### config.mk
export PLATFORM = sky130hd
export DESIGN_NAME = clk_div_pair
export DESIGN_NICKNAME = d
export VERILOG_FILES = /design/src/rtl/clk_div_pair_pkg.sv /design/src/rtl/clk_div_prescaler.sv /design/src/rtl/clk_div_channel.sv /design/src/rtl/clk_div_pair.sv
export SDC_FILE = /design/constraint.sdc
export NUM_CORES = 1
export LEC_CHECK = 0
export CAP_MARGIN = 20
export CORE_ASPECT_RATIO = 0.9
export CORE_MARGIN = 2
export CORE_UTILIZATION = 50
export CTS_CLUSTER_DIAMETER = 50
export DETAILED_ROUTE_END_ITERATION = 10
export DONT_BUFFER_PORTS = 1
export GPL_ROUTABILITY_DRIVEN = 1
export SYNTH_ARGS = -nofsm -noshare
export SYNTH_HDL_FRONTEND = slang
export SYNTH_HIERARCHICAL = 1
export SYNTH_SLANG_ARGS = --single-unit
### constraint.sdc
create_clock -name clk_i -period 6.5 [get_ports clk_i]
set_clock_uncertainty 0.15 [all_clocks]
set_input_delay 1.3 -clock clk_i [delete_from_list [all_inputs] [get_ports clk_i]]
set_output_delay 1.3 -clock clk_i [all_outputs]
set_load 0.01 [all_outputs]
### src/rtl/clk_div_pair_pkg.sv
`timescale 1ns/1ps
package clk_div_pair_pkg;
  localparam int NUM_CH       = 2;
  localparam int PRE_CODE_W   = 3;
  localparam int POST_CODE_W  = 5;
  localparam int REG_W        = PRE_CODE_W + POST_CODE_W;
  localparam int PRE_MIN      = 2;
  localparam int PRE_MAX      = 6;
  localparam int POST_MAX     = 32;
  localparam int PRE_CNT_W    = $clog2(PRE_MAX + 1);
  localparam int POST_CNT_W   = $clog2(POST_MAX);
  localparam int POST_RATIO_W = $clog2(POST_MAX + 1);
  localparam int RATIO_W      = $clog2(PRE_MAX * POST_MAX + 1);

  function automatic logic [PRE_CNT_W-1:0] pre_decode(input logic [PRE_CODE_W-1:0] code);
    if (code < PRE_CODE_W'(PRE_MIN))      return PRE_CNT_W'(PRE_MIN);
    else if (code > PRE_CODE_W'(PRE_MAX)) return PRE_CNT_W'(PRE_MAX);
    else                                  return PRE_CNT_W'(code);
  endfunction

  function automatic logic [POST_RATIO_W-1:0] post_decode(input logic [POST_CODE_W-1:0] code);
    return (code == '0) ? POST_RATIO_W'(POST_MAX) : POST_RATIO_W'(code);
  endfunction
endpackage

### src/rtl/clk_div_prescaler.sv
`timescale 1ns/1ps
module clk_div_prescaler
  import clk_div_pair_pkg::*;
(
  input  logic                 clk_i,
  input  logic                 rst_ni,
  input  logic                 run_i,
  input  logic                 clr_i,
  input  logic [PRE_CNT_W-1:0] ratio_i,
  output logic [PRE_CNT_W-1:0] cnt_o,
  output logic                 tick_o
);
  logic [PRE_CNT_W-1:0] cnt_q;
  logic [PRE_CNT_W-1:0] last;

  assign last   = ratio_i - PRE_CNT_W'(1);
  assign cnt_o  = cnt_q;
  assign tick_o = run_i && !clr_i && (cnt_q == last);

  always_ff @(posedge clk_i or negedge rst_ni) begin
    if (!rst_ni)              cnt_q <= '0;
    else if (clr_i || !run_i) cnt_q <= '0;
    else if (cnt_q == last)   cnt_q <= '0;
    else                      cnt_q <= cnt_q + PRE_CNT_W'(1);
  end

  assert_pre_cnt_range_R1: assert property (@(posedge clk_i) disable iff (!rst_ni)
    cnt_q < ratio_i);
endmodule

### src/rtl/clk_div_channel.sv
`timescale 1ns/1ps
module clk_div_channel
  import clk_div_pair_pkg::*;
(
  input  logic                    clk_i,
  input  logic                    rst_ni,
  input  logic                    run_i,
  input  logic                    clr_i,
  input  logic [PRE_CNT_W-1:0]    pre_ratio_i,
  input  logic [PRE_CNT_W-1:0]    pre_cnt_i,
  input  logic                    tick_i,
  input  logic [POST_RATIO_W-1:0] post_ratio_i,
  output logic                    clk_o
);
  logic [POST_CNT_W-1:0]   d_cnt_q;
  logic [POST_RATIO_W-1:0] d_last;
  logic [RATIO_W-1:0]      total, half, phase;
  logic                    q_pos, q_neg;

  assign d_last = post_ratio_i - POST_RATIO_W'(1);
  assign total  = RATIO_W'(pre_ratio_i) * RATIO_W'(post_ratio_i);
  assign half   = (total >> 1) + RATIO_W'(total[0]);
  // position inside the full output period
  assign phase  = RATIO_W'(d_cnt_q) * RATIO_W'(pre_ratio_i) + RATIO_W'(pre_cnt_i);

  always_ff @(posedge clk_i or negedge rst_ni) begin
    if (!rst_ni) begin
      d_cnt_q <= '0;
      q_pos   <= 1'b0;
    end else if (clr_i || !run_i) begin
      d_cnt_q <= '0;
      q_pos   <= 1'b0;
    end else begin
      q_pos <= (phase < half);
      if (tick_i) begin
        if (POST_RATIO_W'(d_cnt_q) == d_last) d_cnt_q <= '0;
        else                                  d_cnt_q <= d_cnt_q + POST_CNT_W'(1);
      end
    end
  end

  // half-cycle retimed copy trims the high time for odd ratios
  always_ff @(negedge clk_i or negedge rst_ni) begin
    if (!rst_ni) q_neg <= 1'b0;
    else         q_neg <= q_pos;
  end

  assign clk_o = total[0] ? (q_pos & q_neg) : q_pos;

  assert_post_cnt_range_R2: assert property (@(posedge clk_i) disable iff (!rst_ni)
    POST_RATIO_W'(d_cnt_q) < post_ratio_i);
  assert_rise_at_phase_zero_R4: assert property (@(posedge clk_i) disable iff (!rst_ni)
    $rose(q_pos) |-> ($past(phase) == '0));
  assert_pd_holds_low_R6: assert property (@(posedge clk_i) disable iff (!rst_ni)
    !run_i |=> !q_pos);
endmodule

### src/rtl/clk_div_pair.sv
`timescale 1ns/1ps
module clk_div_pair
  import clk_div_pair_pkg::*;
#(
  parameter logic [REG_W-1:0] DIV_RST = 8'h41
) (
  input  logic              clk_i,
  input  logic              rst_ni,
  input  logic [NUM_CH-1:0] div_we_i,
  input  logic [REG_W-1:0]  div_wdata_i,
  input  logic              sync_we_i,
  input  logic              sync_wdata_i,
  input  logic [NUM_CH-1:0] pd_i,
  output logic [NUM_CH-1:0] clk_o
);
  logic [NUM_CH-1:0][REG_W-1:0]        div_q;
  logic                                sync_q;
  logic [NUM_CH-1:0]                   pd_q, pwr_up, chg, clr, run_pre;
  logic [NUM_CH-1:0][PRE_CNT_W-1:0]    pre_ratio, pre_cnt, sel_ratio, sel_cnt;
  logic [NUM_CH-1:0]                   pre_tick, sel_tick;
  logic [NUM_CH-1:0][POST_RATIO_W-1:0] post_ratio;

  always_ff @(posedge clk_i or negedge rst_ni) begin
    if (!rst_ni) begin
      div_q  <= {NUM_CH{DIV_RST}};
      sync_q <= 1'b0;
      pd_q   <= '1;
    end else begin
      for (int k = 0; k < NUM_CH; k++)
        if (div_we_i[k]) div_q[k] <= div_wdata_i;
      if (sync_we_i) sync_q <= sync_wdata_i;
      pd_q <= pd_i;
    end
  end

  assign pwr_up = pd_q & ~pd_i;
  assign chg    = div_we_i | pwr_up;

  for (genvar k = 0; k < NUM_CH; k++) begin : g_ch
    assign pre_ratio[k]  = pre_decode(div_q[k][REG_W-1:POST_CODE_W]);
    assign post_ratio[k] = post_decode(div_q[k][POST_CODE_W-1:0]);
    // under sync every change restarts the whole pair
    assign clr[k] = sync_we_i | chg[k] | (sync_q & (|chg));

    if (k == 0) begin : g_lead
      assign run_pre[k]   = ~pd_i[k] | (sync_q & (|(~pd_i)));
      assign sel_ratio[k] = pre_ratio[k];
      assign sel_cnt[k]   = pre_cnt[k];
      assign sel_tick[k]  = pre_tick[k];
    end else begin : g_follow
      assign run_pre[k]   = ~pd_i[k] & ~sync_q;
      assign sel_ratio[k] = sync_q ? pre_ratio[0] : pre_ratio[k];
      assign sel_cnt[k]   = sync_q ? pre_cnt[0]   : pre_cnt[k];
      assign sel_tick[k]  = sync_q ? pre_tick[0]  : pre_tick[k];
    end

    clk_div_prescaler u_pre (
      .clk_i   (clk_i),
      .rst_ni  (rst_ni),
      .run_i   (run_pre[k]),
      .clr_i   (clr[k]),
      .ratio_i (pre_ratio[k]),
      .cnt_o   (pre_cnt[k]),
      .tick_o  (pre_tick[k])
    );

    clk_div_channel u_chan (
      .clk_i        (clk_i),
      .rst_ni       (rst_ni),
      .run_i        (~pd_i[k]),
      .clr_i        (clr[k]),
      .pre_ratio_i  (sel_ratio[k]),
      .pre_cnt_i    (sel_cnt[k]),
      .tick_i       (sel_tick[k]),
      .post_ratio_i (post_ratio[k]),
      .clk_o        (clk_o[k])
    );

    always_comb begin
      assert_pre_decode_R1: assert (pre_ratio[k] >= PRE_CNT_W'(PRE_MIN) &&
                                    pre_ratio[k] <= PRE_CNT_W'(PRE_MAX));
      assert_post_decode_R2: assert (post_ratio[k] != '0 &&
                                     post_ratio[k] <= POST_RATIO_W'(POST_MAX));
    end

    assert_pd_out_low_R6: assert property (@(posedge clk_i) disable iff (!rst_ni)
      pd_i[k] |=> !clk_o[k]);
    assert_write_restart_R7: assert property (@(posedge clk_i) disable iff (!rst_ni)
      div_we_i[k] |=> !clk_o[k]);
  end

  assert_sync_pair_restart_R9: assert property (@(posedge clk_i) disable iff (!rst_ni)
    (sync_q && (|div_we_i)) |=> (clk_o == '0));
endmodule

Yosys cells after proc, flatten, opt, wreduce, memory -nomap -nowiden

Cells that the tools add are included.

Flip-flop bits (word level): 39
Output and inout port bits: 2
Input port bits: 16

$add $sub $neg: 12
Reductions and logical operators: 18
Bitwise logic cells: 16
$lt $le $gt $ge: 6
$mul: 4
Eq/ne operators: 4
Muxes and demuxes: 23

Operators by type and width:

| cell                  | number |
|---|---|
| $mux W3               | 10 |
| $mux W5               | 6 |
| $add A7 B1 Y8         | 2 |
| $add A8 B3 Y8         | 2 |
| $lt A8 B8 Y1          | 2 |
| $mul A3 B6 Y8         | 2 |
| $mul A5 B3 Y8         | 2 |
| $eq A5 B6 Y1          | 2 |
| $mux W6               | 2 |
| $sub A6 B1 Y6 const B | 2 |
| $add A5 B1 Y5 const B | 2 |
| $logic_not A5 Y1      | 2 |
| $add A3 B1 Y3 const B | 2 |
| $eq A3 B3 Y1          | 2 |
| $gt A3 B3 Y1 const B  | 2 |
| $lt A3 B2 Y1 const B  | 2 |
| $sub A3 B1 Y3 const B | 2 |
| $and A1 B1 Y1         | 5 |
| $mux W1               | 5 |
| $or A1 B1 Y1          | 5 |
| $logic_and A1 B1 Y1   | 4 |
| $logic_not A1 Y1      | 4 |
| $logic_or A1 B1 Y1    | 4 |
| $reduce_bool A2 Y1    | 2 |
| 5 further kinds       | 8 |

Longest topological paths before layout

Depth after elaboration: 12
Depth in mapped cells: 20

Hierarchy

The synthesis kept the hierarchy.

Modules (own cells, without submodules):

| module                            | area each (µm²) | instances | cells each | sequential area each (µm²) |
|---|---|---|---|---|
| clk_div_channel at g_ch[1].u_chan | 1657.8          | 1         | 199        | 175.2 |
| clk_div_channel at g_ch[0].u_chan | 1655.3          | 1         | 199        | 175.2 |
| clk_div_pair                      | 938.4           | 1         | 81         | 483.0 |
| clk_div_prescaler                 | 197.7           | 2         | 17         | 75.1 |

==> metrics.yaml <==
status: "finished, final reports clean"
crit_type: "reg2out"
syn_area_um2: 4650
vias: 3338
cp-end-kind: "primary output"
pwr-share-comb: 0.354
slew_viol_final: 0
cp-start-kind: "register"
dp.cells: 613
seqPwrFrac: 0.341
die_width_um: 106
drt-total-wl_mm: 9.23
min_path_type: "reg2reg"
vdd_drop_max_mv: 0.115
synth_common_cells: "ha_1, inv_1, nand2_1, and2_1, dfrtp_1"
drive_gt1_frac: 0.0922
postCtsSetupBuffers: 0
drc: 0
required_ps: 5050
clock_sink_count: 39
ys.flop_type: "dfrtp_1"
synth_edf_count: 0
rows: 33
synth_top_area_cell: "ha_1"
io_buffer_count: 0
core_area_um2: 9080
finalSetupViolCount: 0
cp.arrival_ps: 4300
drt_pass1_iterations: 4
die_h_um: 95.5
cts_hold_buf: 0
cpMaxStageDelayCell: "dfrtn_1"
root_buffer: "clkbuf_8"
cts_buffer_depth: 2
grt_first_pass_wirelength_mm: 15.8
ios: 18
swShare: 0.340
ys_ff_latch: 39
dp_hpwl_mm: 7.54
yosysSeqAreaShare: 0.212
fp.dieArea_um2: 10100
synth_most_common_cell: "ha_1"
clkPwrFrac: 0.305
yosysWarnings: 6
tritoncts: "yes"
synth_cell_types: 46
synth_top_area_share: 0.183
max_stage_delay_ps: 380
cp_cell_sequence: "inv_1, a21boi_0"
grt_start_max_net_pins: 40
p_per_area_nw_per_um2: 171
tightest_slew_ps: 931
worstPathMaxFanout: 1
start_util: 0.512
switchingPower_mw: 0.282
rsz0062_at_grt: "false"
wl_per_cell_um: 14.9
finalHoldViolCount: 0
track_usage: 0.196
area_growth_pct: 4.09
timing.slew.headroom: 0.377
clock_latency_ps: 300
avgSynthCellArea_um2: 9.06
cts_resized: 0
power.leakage_nw: 2.40
clk_pin_slew_ps: 90
fin_tns_setup_ps: 0
diodes: 0
internal_power_mw: 0.547
cts_made_buffers: 5
cap_violations: 0
grt_pass1_vias: 3242
grt_antenna_before_repair: 0
grt_remaining_overflow: 0
ant_nets: 0
syn_nets: 617
drt-initial-drc-count: 145
htree_levels: 2
async_reset_ff_frac: 1.00
synth.area.top_cells: "ha_1, dfrtp_1, fa_1"
finalNonFillerCells: 621
globalplace.congestion: 0.827
routed_via_density: 5.38
fin_nets: 602
syn_inst: 513
through the flow:
step | power [mW] | setup WS, ps | hold WS, ps | instance area [um2] | util
2_1_floorplan | 0.525 | 1120 | 324 | 4650 | -
3_3_place_gp | 0.571 | 1090 | 341 | 4700 | 0.517
3_5_place_dp | 0.582 | 1070 | 355 | 4700 | 0.517
4_1_cts | 0.839 | 743 | 375 | 4840 | 0.533
5_1_grt | 0.890 | 695 | 393 | 4840 | 0.533
6_report | 0.828 | 750 | 373 | 4840 | 0.533
layout make-up:
cell class	count	area (um2)
Clock buffer	5	68.8
Clock inverter	3	71.3
Fill cell	864	4250
Inverter	60	225
Multi-Input combinational cell	389	3310
Sequential cell	39	983
Tap cell	122	153
Timing Repair Buffer	3	22.5
placed cells by master (no fill, tap or decap), types with 3 or more instances in the layout:
cell      synthesis  final
ha_1             68     68
clkbuf_8          0      5
nor3_1           10     10
nand2b_1         12     12
or4_1             4      4
fa_1             20     20
o21ai_0          11     11
dfrtp_1          31     31
o211ai_1          4      4
a21oi_1          14     14
nand3_1          11     11
dfstp_2           6      6
and2_1           32     32
mux2_2           21     21
a21o_1            8      8
a211oi_1         10     10
nand3b_1          5      5
xor2_1           24     24
nand2_1          44     44
xnor2_1          26     26
nor3_2            4      4
and2_2            4      4
a21boi_0          4      4
nand4_1           4      4
nor3b_1           4      4
buf_4             0      3
nor2_1           12     12
nor2b_1           8      8
inv_1            60     60
per-layer routing:
metal  track usage  vias to the layer above  routed length [um]
met5             0                        -                   0
met4        0.0230                        0                  24
met3        0.0362                        4                 489
met2         0.305                       50                3900
met1         0.294                     1587                4810
li1              -                     1697                   -
logic make-up (layout without fill, tap and decap cells):
| logic type | after synthesis | in the layout | synth area share |
|---|---|---|---|
| and+or+nand+nor | 158 | 158 | 0.186 |
| adders and majority gates | 88 | 88 | 0.269 |
| buffers and inverters | 85 | 71 | 0.0754 |
| muxes | 21 | 21 | 0.0509 |
| AOI/OAI and AO/OA | 70 | 70 | 0.103 |
| DFF | 39 | 39 | 0.212 |
| xor gates and xnor gates | 52 | 52 | 0.104 |
state kept, by name (all words and copies together), names as in the netlist:
| name | count |
|---|---|
| sync_q | 1 |
| div_q | 16 |
| g_ch.u_chan/q_pos | 2 |
| g_ch.u_chan/q_neg | 2 |
| g_ch.u_pre/cnt_o | 6 |
| pd_q | 2 |
| g_ch.u_chan/d_cnt_q | 10 |
worst paths after layout:
path,from,cells after the start,endpoint,slack (ps)
max reg2reg,div_q[7],16,g_ch[1].u_chan/q_pos,1360
min in group asynchronous,rst_ni,0,g_ch[0].u_chan/d_cnt_q[1],540
max,g_ch[0].u_chan/q_neg,2,clk_o[0],750
max in group asynchronous,rst_ni,0,g_ch[1].u_chan/q_neg,2420
min reg2reg,div_q[13],1,div_q[13],370
min,div_q[13],1,div_q[13],370
worst max-delay path, delay by kind of cell (launching register included):
kind / cells / cell delay (ps)
DFF: 1 / 380
buffers and inverters: 1 / 30
AOI/OAI and AO/OA: 1 / 330
power by group through the flow:
stage / Clock (mW) / Sequential, mW / Combinational, mW
detailed placement: 0 / 0.287 / 0.294
CTS: 0.259 / 0.283 / 0.297
global route: 0.269 / 0.286 / 0.335
finish: 0.253 / 0.283 / 0.293
global placement: 0 / 0.286 / 0.285
floorplan: 0 / 0.268 / 0.257
Note: power is estimated with default switching activity, not from simulation.
